$ cat src/rtl/autobaud_sync.sv
module autobaud_sync #(
  parameter int CNT_W   = 20,
  parameter int MIN_DIV = 4
) (
  input  logic             clk,
  input  logic             rst_n,
  input  logic             arm,
  input  logic             rxd,
  output logic [CNT_W-1:0] divisor,
  output logic             lock,
  output logic             err
);
  localparam int CW = CNT_W + 4;
  localparam logic [CNT_W-1:0] CNT_MAX = '1;
  localparam logic [CNT_W-1:0] CNT_MIN = CNT_W'(MIN_DIV);

  typedef enum logic [2:0] {S_OFF, S_WAIT, S_LOW1, S_HIGH, S_LOW2, S_HOLD} st_t;
  st_t st;

  logic rx_s1, rx_s2, rx_d;
  logic [CNT_W-1:0] cnt, run1;

  wire fall = rx_d & ~rx_s2;
  wire rise = ~rx_d & rx_s2;

  wire [CW-1:0] l1w = CW'(run1);
  wire [CW-1:0] cw  = CW'(cnt);
  wire [CW-1:0] c2  = cw << 1;
  wire h_ok  = (c2 >= (l1w << 3) + l1w) && (c2 <= (l1w << 4) - l1w);
  wire l2_ok = (c2 >= (l1w << 1) + l1w) && (c2 <= (l1w << 2) + l1w);
  wire tmo   = (cnt == CNT_MAX);

  always_ff @(posedge clk or negedge rst_n) begin
    if (!rst_n) begin
      rx_s1   <= 1'b1;
      rx_s2   <= 1'b1;
      rx_d    <= 1'b1;
      st      <= S_OFF;
      cnt     <= '0;
      run1    <= '0;
      divisor <= '0;
      lock    <= 1'b0;
      err     <= 1'b0;
    end else begin
      rx_s1 <= rxd;
      rx_s2 <= rx_s1;
      rx_d  <= rx_s2;
      lock  <= 1'b0;
      if (!tmo) cnt <= cnt + 1'b1;
      case (st)
        S_OFF: if (arm) begin
          divisor <= '0;
          err     <= 1'b0;
          st      <= S_WAIT;
        end
        S_WAIT: begin
          if (!arm) st <= S_OFF;
          else if (fall) begin
            cnt <= CNT_W'(1);
            st  <= S_LOW1;
          end
        end
        S_LOW1: begin
          if (!arm) st <= S_OFF;
          else if (rise) begin
            if (cnt < CNT_MIN) begin
              err <= 1'b1;
              st  <= S_HOLD;
            end else begin
              run1 <= cnt;
              cnt  <= CNT_W'(1);
              st   <= S_HIGH;
            end
          end else if (tmo) begin
            err <= 1'b1;
            st  <= S_HOLD;
          end
        end
        S_HIGH: begin
          if (!arm) st <= S_OFF;
          else if (fall) begin
            if (h_ok) begin
              cnt <= CNT_W'(1);
              st  <= S_LOW2;
            end else begin
              err <= 1'b1;
              st  <= S_HOLD;
            end
          end else if (tmo) begin
            err <= 1'b1;
            st  <= S_HOLD;
          end
        end
        S_LOW2: begin
          if (!arm) st <= S_OFF;
          else if (rise) begin
            if (l2_ok) begin
              divisor <= run1;
              lock    <= 1'b1;
            end else begin
              err <= 1'b1;
            end
            st <= S_HOLD;
          end else if (tmo) begin
            err <= 1'b1;
            st  <= S_HOLD;
          end
        end
        S_HOLD: if (!arm) st <= S_OFF;
        default: st <= S_OFF;
      endcase
    end
  end
endmodule

$ cat config.mk
export PLATFORM = sky130hd
export DESIGN_NAME = autobaud_sync
export DESIGN_NICKNAME = d
export VERILOG_FILES = /design/src/rtl/autobaud_sync.sv
export SDC_FILE = /design/constraint.sdc
export NUM_CORES = 1
export LEC_CHECK = 0
export ABC_CLOCK_PERIOD_IN_PS = 11940
export CAP_MARGIN = 20
export CELL_PAD_IN_SITES_DETAIL_PLACEMENT = 0
export CELL_PAD_IN_SITES_GLOBAL_PLACEMENT = 1
export CORE_ASPECT_RATIO = 1.5
export CORE_MARGIN = 1
export CORE_UTILIZATION = 55
export DETAILED_ROUTE_END_ITERATION = 8
export DONT_BUFFER_PORTS = 1
export PLACE_DENSITY = 0.95
export SLEW_MARGIN = 20
export SYNTH_ARGS = -nofsm -noshare
export SYNTH_HDL_FRONTEND = slang
export SYNTH_SLANG_ARGS = --single-unit
$ cat constraint.sdc
create_clock -name clk -period 11.94 [get_ports clk]
set_input_delay 0.597 -clock clk [delete_from_list [all_inputs] [get_ports clk]]
set_output_delay 0.597 -clock clk [all_outputs]
set_load 0.03 [all_outputs]
-- Yosys cells after proc, flatten, opt, wreduce, memory -nomap -nowiden
Index checks and enable logic that the tools add are counted.
- register bits: 68
- input port bits: 4
- output and inout port bits: 22
- word-level logic and storage cells: 95
- add/subtract/negate cells: 5
- $lt $le $gt $ge: 5
- eq/ne operators: 17
- multiplexer cells: 45
- bitwise gates (word level): 5
- reductions and logical operators: 9
- operator list (kind ; number):
    2-to-1 mux 20 bit ; 13
    case mux 20 bit (3 select lines) ; 1
    case mux 20 bit (2 select lines) ; 1
    2-to-1 mux 3 bit ; 12
    adder 23 x 20 -> 24 bit ; 1
    >= comparator 21 x 24 -> 1 bit ; 1
    <= comparator 21 x 24 -> 1 bit ; 1
    subtractor 24 x 20 -> 24 bit ; 1
    adder 22 x 20 -> 23 bit ; 1
    <= comparator 21 x 23 -> 1 bit ; 1
    adder 21 x 20 -> 22 bit ; 1
    >= comparator 21 x 22 -> 1 bit ; 1
    adder 20 x 1 -> 20 bit (second input constant) ; 1
    equality test 20 bit (second input constant) ; 1
    < comparator 20 x 3 -> 1 bit (second input constant) ; 1
    case mux 3 bit (6 select lines) ; 1
    2-to-1 mux 1 bit ; 16
    inequality test 2 bit (second input constant) ; 7
    inequality test 3 bit (second input constant) ; 4
    AND reduction 8 bit ; 1
    equality test 3 x 2 -> 1 bit (second input constant) ; 2
    equality test 3 bit (second input constant) ; 2
    AND reduction 5 bit ; 1
    case mux 1 bit (4 select lines) ; 1
    9 further kinds ; 13

-- Longest topological paths before layout
Gate-level depths: netlist of the first run.
- depth in word-level cells: 7
- gate-level depth with buffers: 23

-- Least setup slack after synthesis of the first run
Ideal clock, no wire load.
- kind: flip-flop to flip-flop
- from: register run1[1]
- to: register err
- setup time: 0.128 ns
- arrival time: 4.218 ns
- setup slack: 7.594 ns
- stages on the path, launching flop included: 21
- period minus slack after synthesis: 4.346 ns
- cells stage by stage: dfrtp_1 inv_1 ha_1 a31o_2 a21oi_2 o221ai_1 a31oi_1 nand2b_1 a21o_1 a21oi_1 xnor2_1 ha_1 nand3_1 o21bai_1 a32oi_1 o311ai_0 nor4b_1 nand4_1 o211ai_2 o311ai_2 mux2_1
- cells in the longest elaborated chain, start to end: 5
- elaborated cells on any way between the ends: 13
- classes of those cells: add/sub (4); order compare (4); eq/ne (2); reduce/logical (3)
- RTL lines (element ; RTL line ; text):
    from (decl) ; 21 ; logic [CNT_W-1:0] cnt, run1;
    from (signal assigned) ; 70 ; run1 <= cnt;
    subtractor 24 x 20 -> 24 bit (tied with other cells) ; 29 ; wire h_ok = (c2 >= (l1w << 3) + l1w) && (c2 <= (l1w << 4) - l1w);
    <= comparator 21 x 24 -> 1 bit (tied with other cells) ; 29 ;
    logical AND 1 bit (on tied branches) ; 29, 30 ;
    inequality test 3 bit (no line) ; n/a ;
    AND reduction 8 bit (no line) * ; n/a ;
    to (signal assigned) ; 43 ; err <= 1'b0;
    to (signal assigned) ; 53 ; err <= 1'b0;
    to (signal assigned) ; 67 ; err <= 1'b1;
    to (decl) ; 11 ; output logic err
Mark *: on every way between the ends. The rest lies on a longest branch, timed or not.
A chain may end at the register's enable or synchronous reset.

-- Final worst setup path of the first run
- from: register run1[1]
- to: register cnt[18]
- cells in the longest elaborated chain, start to end: 7
- elaborated cells on any way between the ends: 9
- classes of those cells: add/sub (2); order compare (2); mux (4); reduce/logical (1)
- RTL lines (element ; RTL line ; text):
    subtractor 24 x 20 -> 24 bit or adder 23 x 20 -> 24 bit (tied branches) ; 29 ;
    <= comparator 21 x 24 -> 1 bit or >= comparator 21 x 24 -> 1 bit (tied branches) ; 29 ;
    logical AND 1 bit * ; 29 ;
    2-to-1 mux 20 bit * ; 82 ; if (h_ok) begin
    2-to-1 mux 20 bit * ; 81 ; else if (fall) begin
    2-to-1 mux 20 bit * ; 80 ; if (!arm) st <= S_OFF;
    case mux 20 bit (3 select lines) * ; 50 ; case (st)
    to (signal assigned) ; 49 ; if (!tmo) cnt <= cnt + 1'b1;
    to (decl) ; 21 ;
Marks and branches as above.

==> flow_metrics.py, run 1 <==
metrics = {
    "worst_setup_path": {
        "path_delay_family": "compound AO/OA/AOI/OAI gates",
        "critPathSlowestCell": "dfrtp_1",
        "path_cells": "inv_1 -> ha_1 -> a31o_2 -> a21oi_2 -> o221ai_1 -> a31oi_1 -> nand2b_1 -> a21o_1 -> a21oi_1 -> xnor2_1 -> ha_1 -> nand3_1 -> nor4b_1 -> a22oi_1 -> o311ai_0 -> nor4b_1 -> nand4_1 -> o2111ai_2 -> a21oi_4 -> nor3_1",
        "start_kind": "register",
        "cpPeakStageDelay_ns": 0.65,
        "crit_arrival_ns": 5.99,
        "crit_type": "reg2reg",
        "cp-end-kind": "register",
        "path_max_fanout": 19,
        "required_ns": 12.13,
        "worst-path-buf-inv": 1,
    },
    "cells_and_area": {
        "fin_nets": 1157,
        "area_growth_pct": 6.295,
        "insertedDiodeCount": 0,
        "final_core_util_pct": 60.15,
        "final_cells": 1198,
        "drive_gt1_share_pct": 7.007,
        "final_area_um2": 9106,
    },
    "global_routing": {
        "antenna_found_initial": 0,
        "grt_overflow": 0,
        "grt_pass1_vias": 7961,
        "grt_pass1_wl_um": 39800,
        "grt_start_max_net_pins": 66,
        "track_usage_pct": 31.62,
    },
    "synthesis": {
        "synth_edf_count": 0,
        "ys_ff_latch": 68,
        "syn_area_per_cell_um2": 8.584,
        "synth_top_flop_cell": "dfrtp_1",
        "synth_area_um2": 8567,
        "syn_inst": 998,
        "netlist-cell-type-count": 81,
        "async_reset_ff_share_pct": 100.0,
        "synth_fp_nets": 1161,
        "synth-warning-count": 0,
        "yosysSeqAreaShare_pct": 19.91,
    },
    "route": {
        "drt_first_iter_violations": 370,
        "ant_nets": 0,
        "post-route-drc-count": 0,
        "wl_per_cell_um": 20.68,
        "vias_per_cell": 6.545,
        "vias": 7841,
        "routed_wirelength_um": 24770,
        "drtPass1Iterations": 5,
    },
    "place": {
        "post-dp-hpwl_um": 18800,
        "place_area_um2": 8728,
        "dp_cells": 1181,
        "pre_cts_slack_ns": 6.178,
        "place_congestion": 0.9190,
        "port_buffers": 0,
    },
    "cts": {
        "postCtsSetupRepairBufs": 0,
        "clockBufferDepth": 2,
        "numClockSinks": 68,
        "numCtsBuffers": 9,
        "root_buffer": "clkbuf_16",
        "clk_pin_slew_ns": 0.06,
        "cts_tree": "yes",
        "h-tree-depth": 3,
        "clock_latency_ns": 0.34,
    },
    "power": {
        "p_sw_share_pct": 46.81,
        "p_switching_mw": 0.8411,
        "irDropWorstVdd_mv": 0.1584,
        "power_frac_comb_pct": 61.8,
        "p_int_mw": 0.9555,
        "p_clk_share_pct": 17.6,
        "p_leak_nw": 4.239,
        "p_per_area_nw_per_um2": 197.3,
        "seq_power_share_pct": 20.6,
    },
    "timing": {
        "fmax_mhz": 172.5,
        "maxSlewHeadroom_pct": 33.11,
        "skew_ns": 0.008627,
        "tightest_slew_ns": 1.001,
        "drv_slew": 0,
        "rsz0062_at_grt": "no",
        "setup_violations": 0,
        "finalCriticalPeriod_ns": 5.799,
        "min_period_over_period_pct": 48.56,
        "fin_ws_ns": 6.141,
        "fin_tns_setup_ns": 0,
        "hold_violations": 0,
    },
    "floorplan": {
        "die_area_um2": 16090,
        "core_area_um2": 15140,
        "die_y_um": 154.9,
        "start_util_pct": 56.59,
        "die_x_um": 103.9,
        "io_pins": 26,
        "num_rows": 55,
    },
    "worst_hold_path": {
        "hold_path_class": "in2async",
    },
    "status": {
        "run_status": "complete, no violations",
    },
    "flow_run": {
        "cap_viol_max_count": 0,
    },
}
[synth_stat cells, drive strengths merged (17+ instances only)]
cell      n  area (um2)
a211oi   19       147.6
a21o     34       255.2
a21oi    85       440.4
a22o     21       183.9
dfrtp    65        1627
ha      155        1939
inv      55       206.4
mux2     18       202.7
nand2    46       172.7
nand2b   20       125.1
nand3    29       145.1
nand4    23       143.9
nor2     82       332.8
nor3     25       125.1
o21a     17       127.6
o21ai    71       355.3
xnor2    38       332.8
xor2     38       332.8
[layout by cell type (no fill, tap or decap), drive strengths merged, types with 7 or more instances in the layout]
cell type  instances
ha               155
nand2b            20
nor4               8
xnor2             38
mux2              18
a22o              21
a211oi            19
and3               7
nand4             23
o21a              17
o21ai             71
a21oi             85
clkbuf            10
nor2              82
o211ai             8
nor3              25
o21bai            12
inv               55
nor2b             12
xor2              38
nand3             29
dfrtp             65
a21o              34
a31o               7
nand2             46
[metal layers]
metal / track usage, % / up-vias / share of wire, %
met2: 59.84 / 205 / 53
li1: - / 3746 / -
met5: 0 / - / 0
met4: 19.59 / 0 / 5.8
met3: 3.854 / 80 / 3.9
met1: 33.01 / 3810 / 38
[logic make-up after synthesis]
group	count (synthesis)	synth area share, %
multiplexers	20	2.600
buffers and inverters	72	3.520
AO/OA/AOI/OAI	327	25.87
adder cells (fa/ha/maj)	159	23.57
flip-flops	68	19.91
AND/OR/NAND/NOR	276	16.77
XOR/XNOR	76	7.770
[repair_timing]
action | in CTS | in global routing
endpoints found under the setup margin | 0 | 0
resized for setup | 0 | 0
hold buffers | 1 | 0
hold endpoints to repair | 65 | 0
[layout make-up]
cell class | instances | area, um2
Clock buffer | 10 | 239.0
Clock inverter | 6 | 111.4
Fill cell | 1374 | 6033
Inverter | 55 | 206.4
Multi-Input combinational cell | 858 | 6560
Sequential cell | 68 | 1705
Tap cell | 199 | 249.0
Timing Repair Buffer | 2 | 35.03
[sequential cells by signal, indices dropped and copies added (netlist names)]
| name | cells |
|---|---|
| lock | 1 |
| st | 3 |
| cnt | 20 |
| rx_s1 | 1 |
| err | 1 |
| rx_d | 1 |
| run1 | 20 |
| rx_s2 | 1 |
| divisor | 20 |
[power groups by stage]
stage	clock, mW	combinational [mW]	sequential [mW]
after global placement	0	1.07	0.371
final	0.316	1.11	0.370
after global routing	0.324	1.25	0.376
after detailed placement	0	1.09	0.372
after floorplan	0	0.856	0.316
after CTS	0.316	1.10	0.368
[through the flow]
step	hold WS [ns]	power, mW
5_1_grt	0.08821	1.946
6_report	0.09027	1.797
2_1_floorplan	0.3014	1.172
3_5_place_dp	0.3022	1.461
3_3_place_gp	0.3026	1.444
4_1_cts	0.09029	1.789
[path summary, 6_finish.rpt]
check	startpoint	end	slack [ns]	cells past startpoint
max in group asynchronous	rst_n	st[2]	11.53	1
hold / removal	rst_n	rx_s1	0.09	0
min in group clk	rxd	rx_s1	0.24	0
setup / recovery	run1[1]	cnt[18]	6.14	20
setup reg to reg	run1[1]	cnt[18]	6.14	20
hold reg to reg	rx_s1	rx_s2	0.36	0
(Power assumes the default switching activity.)
==> run 2, diff against run 1 <==
- ABC_CLOCK_PERIOD_IN_PS: 11940 -> 4800
- CORE_UTILIZATION: 55 -> 46
- PLACE_DENSITY: 0.95 -> 0.88
- clock period: 11.94 -> 4.8 ns (I/O delays scaled with it)
==> run 2 against run 1 <==
Non-clock buffer count grew 94. Sequential share of layout area decreased by 1.8 points. Largest power group unchanged. Highest routed layer unchanged. Worst hold slack lost 0.030 ns.
==> flow_metrics.py, run 2 (synthesis results as in run 1) <==
metrics = {
    "status": {
        "run_status": "complete, no violations",
    },
    "worst_setup_path": {
        "r2r_setup_slack_ns": 0.13,
        "path_max_fanout": 5,
        "crit_arrival_ns": 4.88,
        "rr_endpoint": "err",
        "r2r_start": "run1[2]",
        "ff2ff_path_depth": 20,
        "cp-endpoint": "err",
        "cp-end-kind": "register",
        "required_ns": 5.01,
        "start_kind": "register",
        "cp-startpoint": "run1[2]",
        "crit_type": "reg2reg",
    },
    "global_routing": {
        "grt_overflow": 0,
        "grt_start_max_net_pins": 69,
        "track_usage_pct": 28.42,
        "grt_pass1_wl_um": 41910,
        "antenna_found_initial": 0,
        "grt_pass1_vias": 8264,
    },
    "flow_run": {
        "cap_viol_max_count": 0,
    },
    "power": {
        "p_leak_nw": 4.734,
        "p_per_area_nw_per_um2": 482.9,
        "total_power_mw": 4.904,
        "irDropWorstVdd_mv": 0.3689,
    },
    "floorplan": {
        "die_y_um": 169.1,
        "core_area_um2": 18090,
        "io_pins": 26,
        "start_util_pct": 47.35,
        "num_rows": 60,
        "die_area_um2": 19180,
        "die_x_um": 113.4,
    },
    "route": {
        "routed_wirelength_um": 26600,
        "post-route-drc-count": 0,
        "ant_nets": 0,
        "drt_first_iter_violations": 400,
        "wl_per_cell_um": 19.85,
        "vias": 8150,
        "drtPass1Iterations": 5,
        "vias_per_cell": 6.082,
    },
    "cells_and_area": {
        "top_regs": "cnt (20), divisor (20), run1 (20)",
        "multi_input_area_um2": 6820,
        "seqCellArea_um2": 1715,
        "fin_nets": 1251,
        "final_common_cell": "ha_1",
        "final_cell_mix": "149 x ha_1, 86 x buf_4, 74 x a21oi_1",
        "nFillCells": 1640,
        "drive_gt1_share_pct": 19.78,
        "area_growth_pct": 18.53,
        "insertedDiodeCount": 0,
        "final_cells": 1340,
    },
    "place": {
        "post-dp-hpwl_um": 20840,
        "place_congestion": 0.9308,
        "dp_cells": 1316,
        "port_buffers": 0,
    },
    "worst_hold_path": {
        "min-delay-start": "arm",
        "hold_path_class": "in2reg",
    },
    "timing": {
        "finalCriticalPeriod_ns": 4.668,
        "fmax_mhz": 214.2,
        "drv_slew": 0,
        "maxSlewHeadroom_pct": 51.96,
        "hold_violations": 0,
        "tightest_slew_ns": 0.7140,
        "min_period_over_period_pct": 97.24,
        "skew_ns": 0.008408,
        "setup_violations": 0,
    },
    "cts": {
        "cts_tree": "yes",
        "root_buffer": "clkbuf_16",
        "numClockSinks": 68,
        "clk_pin_slew_ns": 0.06,
        "clock_latency_ns": 0.34,
        "h-tree-depth": 3,
        "numCtsBuffers": 9,
        "clockBufferDepth": 2,
    },
}
==> run 2: worst min path at each step <==
| stage | end | slack (ns) | cells past startpoint |
|---|---|---|---|
| finish | st[2] | 0.06 | 1 |
| global placement | divisor[5] | -0.05 | 0 |
| CTS | st[2] | 0.06 | 1 |
| detailed placement | run1[5] | -0.05 | 0 |
| floorplan | cnt[0] | -0.06 | 0 |
| global route | st[2] | 0.05 | 1 |
==> run 2: report_power, final <==
| group | switching (mW) | internal [mW] |
|---|---|---|
| Combinational | 1.81 | 1.55 |
| Sequential | 0.220 | 0.643 |
| Clock | 0.266 | 0.416 |
| Total | 2.29 | 2.61 |
==> run 2: metal layers <==
layer	track usage [%]	vias up	part of all wire [%]
met3	2.571	84	3.1
met4	17.96	0	6.4
li1	-	3937	-
met5	0	-	0
met1	30.01	3909	38
met2	53.56	220	53
==> run 2: critical path, stage by stage, from the launching register on <==
cell      delay (ns)
dfrtp_2         0.45
buf_6           0.14
ha_1            0.29
nor2b_4         0.15
o31ai_4         0.25
o21ai_2         0.12
o31a_1          0.34
buf_6           0.13
o311a_4         0.36
nor2_4          0.08
xor2_1          0.07
ha_1            0.31
o21ai_1         0.08
o21ai_1         0.19
a41oi_1         0.07
or3_1           0.38
a21oi_2         0.11
o211a_1         0.24
o211ai_2        0.17
o311ai_2        0.27
mux2_1          0.34
==> run 2: what timing repair did <==
action / 4_1_cts / 5_1_grt
hold buffers: 3 / 0
setup endpoints to repair: 36 / 43
gates resized for setup: 9 / 73
pin swaps: 2 / 33
gates cloned: 0 / 0
setup buffers: 1 / 5
endpoints found under the hold margin: 69 / 0
==> run 2: through the flow <==
step	utilization, %	setup WS [ns]	hold slack [ns]	cell area, um2	setup TNS, ns
3_3_place_gp	52.29	-0.07424	-0.05448	9460	-0.9970
3_5_place_dp	52.29	-0.1319	-0.05469	9460	-3.057
2_1_floorplan	-	0.4540	-0.05559	8567	0
6_report	56.13	0.1325	0.06009	10150	0
4_1_cts	54.46	0.006921	0.05609	9853	0
5_1_grt	56.13	-0.05174	0.05399	10150	-0.7000
==> run 2: cell type report <==
| cell class | count | share of cell area (%) |
|---|---|---|
| flip-flops and latches | 68 | 16.89 |
| inverters | 55 | 2.070 |
| repair buffers | 96 | 7.861 |
| well taps | 248 | 3.056 |
| multi-input cells | 858 | 67.16 |
| clock inverters | 5 | 0.6037 |
| clock buffers | 10 | 2.353 |
==> run 3, diff against run 2 <==
--- a/config.mk
+++ b/config.mk
@@ -16,6 +16,8 @@
 export DONT_BUFFER_PORTS = 1
 export PLACE_DENSITY = 0.88
+export SETUP_SLACK_MARGIN = 0.4
 export SLEW_MARGIN = 20
 export SYNTH_ARGS = -nofsm -noshare
 export SYNTH_HDL_FRONTEND = slang
 export SYNTH_SLANG_ARGS = --single-unit
+export TNS_END_PERCENT = 1
==> constraint.sdc (replaced) <==
create_clock -name clk -period 4.8 [get_ports clk]
set_input_delay 0.24 -clock clk [delete_from_list [all_inputs] [get_ports clk]]
set_output_delay 0.24 -clock clk [all_outputs]
set_load 0.1 [all_outputs]
==> run 3 against run 2 <==
Combinational power hardly changed. Wire length is 0.63% higher. Final cell count is 0.30% higher. Via count is 0.58% higher. Clock-buffer cell count is 3 higher. Sequential share of layout area is 0.10 points lower. Largest power group unchanged. Die area stayed put. First-iteration DRC count is 30% higher.
==> flow_metrics.py, run 3 (synthesis results as in run 1) <==
metrics = {
    "route": {
        "drt_first_iter_violations": 519,
        "vias_per_cell": 6.099,
        "wl_per_cell_um": 19.92,
        "vias": 8197,
        "routed_wirelength_um": 26770,
        "ant_nets": 0,
        "drtPass1Iterations": 5,
        "post-route-drc-count": 0,
    },
    "timing": {
        "tightest_slew_ns": 0.9891,
        "setup_violations": 0,
        "min_period_over_period_pct": 96.39,
        "drv_slew": 0,
        "skew_ns": 0.01033,
        "maxSlewHeadroom_pct": 34.06,
        "fin_ws_ns": 0.1731,
        "hold_violations": 0,
        "fmax_mhz": 216.1,
        "rsz0062_at_grt": "yes",
        "finalCriticalPeriod_ns": 4.627,
    },
    "place": {
        "dp_cells": 1311,
        "pre_cts_slack_ns": -0.4141,
        "post-dp-hpwl_um": 20310,
        "port_buffers": 0,
        "place_congestion": 0.8911,
    },
    "power": {
        "total_power_mw": 4.919,
        "irDropWorstVdd_mv": 0.4317,
        "p_per_area_nw_per_um2": 482.6,
        "p_leak_nw": 4.764,
    },
    "cts": {
        "cts_tree": "yes",
        "clockBufferDepth": 2,
        "h-tree-depth": 3,
        "clock_latency_ns": 0.34,
        "numCtsBuffers": 9,
        "numClockSinks": 68,
        "clk_pin_slew_ns": 0.06,
        "root_buffer": "clkbuf_16",
    },
    "cells_and_area": {
        "drive_gt1_share_pct": 19.16,
        "nFillCells": 1604,
        "final_common_cell": "ha_1",
        "top_regs": "cnt (20), divisor (20), run1 (20)",
        "insertedDiodeCount": 0,
        "final_cells": 1344,
        "multi_input_area_um2": 6820,
        "final_cell_mix": "151 x ha_1, 86 x buf_4, 77 x a21oi_1",
        "fin_nets": 1254,
        "seqCellArea_um2": 1712,
        "area_growth_pct": 18.99,
    },
    "floorplan": {
        "die_y_um": 169.1,
        "die_area_um2": 19180,
        "core_area_um2": 18090,
        "start_util_pct": 47.35,
        "die_x_um": 113.4,
        "io_pins": 26,
        "num_rows": 60,
    },
    "worst_setup_path": {
        "path_cells": "buf_4 -> buf_4 -> ha_2 -> and4_1 -> o211ai_1 -> o211a_2 -> o21bai_1 -> a21oi_1 -> o21ai_1 -> a21oi_1 -> xor2_1 -> ha_1 -> nand3_2 -> o21bai_1 -> a32oi_1 -> o311ai_1 -> nor4b_1 -> nand4_1 -> o2111ai_2 -> a21oi_4 -> buf_12 -> buf_6 -> nor3_1",
        "worst-path-buf-inv": 4,
        "cp-end-kind": "register",
        "cpPeakStageDelay_ns": 0.42,
        "start_kind": "register",
        "crit_type": "reg2reg",
        "critPathSlowestCell": "dfrtp_1",
        "crit_arrival_ns": 4.87,
        "required_ns": 5.05,
        "path_max_fanout": 6,
        "path_delay_family": "compound AO/OA/AOI/OAI gates",
    },
    "flow_run": {
        "cap_viol_max_count": 0,
    },
    "global_routing": {
        "grt_pass1_vias": 8417,
        "grt_start_max_net_pins": 69,
        "grt_overflow": 0,
        "antenna_found_initial": 0,
        "track_usage_pct": 28.59,
        "grt_pass1_wl_um": 42480,
    },
    "worst_hold_path": {
        "hold_path_class": "in2reg",
    },
    "status": {
        "run_status": "complete, no violations",
    },
}
==> run 3: cell count changes in the layout (fill, tap and decap cells not counted), sizes merged <==
| cell | previous run | this run |
|---|---|---|
| clkbuf | 10 | 14 |
| clkinv | 3 | 0 |
| buf | 94 | 96 |
| clkinvlp | 1 | 2 |
==> run 3: final cells by class <==
type	instances	share of cell area, %
repair buffers	99	8.212
flip-flops and latches	68	16.79
clock buffers	13	2.553
inverters	55	2.050
clock inverters	3	0.4419
multi-input cells	858	66.91
well taps	248	3.044
==> run 3: stage by stage <==
step / instance area (um2) / hold WS, ns / TNS, ns / utilization, %
after floorplan: 8567 / -0.05559 / 0 / -
after global placement: 9410 / -0.05450 / -9.254 / 52.01
after detailed placement: 9410 / -0.05465 / -10.57 / 52.01
after CTS: 10100 / 0.04683 / 0 / 55.85
after global routing: 10190 / 0.04803 / -0.04284 / 56.34
final: 10190 / 0.05336 / 0 / 56.34
==> run 3: worst paths after layout <==
| kind | startpoint | endpoint | slack, ns | cells past startpoint |
|---|---|---|---|---|
| min reg2reg | rx_s1 | rx_s2 | 0.36 | 0 |
| min in group asynchronous | rst_n | divisor[2] | 0.44 | 2 |
| max | run1[1] | cnt[18] | 0.17 | 23 |
| min | arm | st[0] | 0.05 | 2 |
| max in group asynchronous | rst_n | rx_s2 | 3.99 | 2 |
| max reg2reg | run1[1] | cnt[18] | 0.17 | 23 |
==> run 3: repair_timing <==
item                       CTS  global route
cloned                       0             1
setup endpoints to repair   43            43
pin swaps                   31            13
hold endpoints to repair    69             0
hold buffers                 3             0
gates resized for setup     60            16
buffers inserted            12             1
==> run 3: routing by layer <==
| metal | share of wire (%) | global-route usage, % | routed length, um | vias to the layer above |
|---|---|---|---|---|
| li1 | - | - | - | 3939 |
| met1 | 38 | 30.15 | 10180 | 3968 |
| met2 | 52 | 53.45 | 13830 | 215 |
| met3 | 3.5 | 3.250 | 943 | 75 |
| met4 | 6.8 | 18.02 | 1815 | 0 |
| met5 | 0 | 0 | 0 | - |
==> run 3: where the power goes <==
part / internal, mW / switching (mW)
logic: 1.57 / 1.80
registers: 0.642 / 0.219
clock network: 0.431 / 0.258
==> run 3: worst register-to-register path: cells and delay by family (launching register included) <==
family                   cells  cell delay [ns]
AO/OA/AOI/OAI               11             1.72
XOR/XNOR                     1             0.10
adder cells (fa/ha/maj)      2             0.64
buffers and inverters        4             0.61
flip-flops                   1             0.42
AND/OR/NAND/NOR              5             1.04
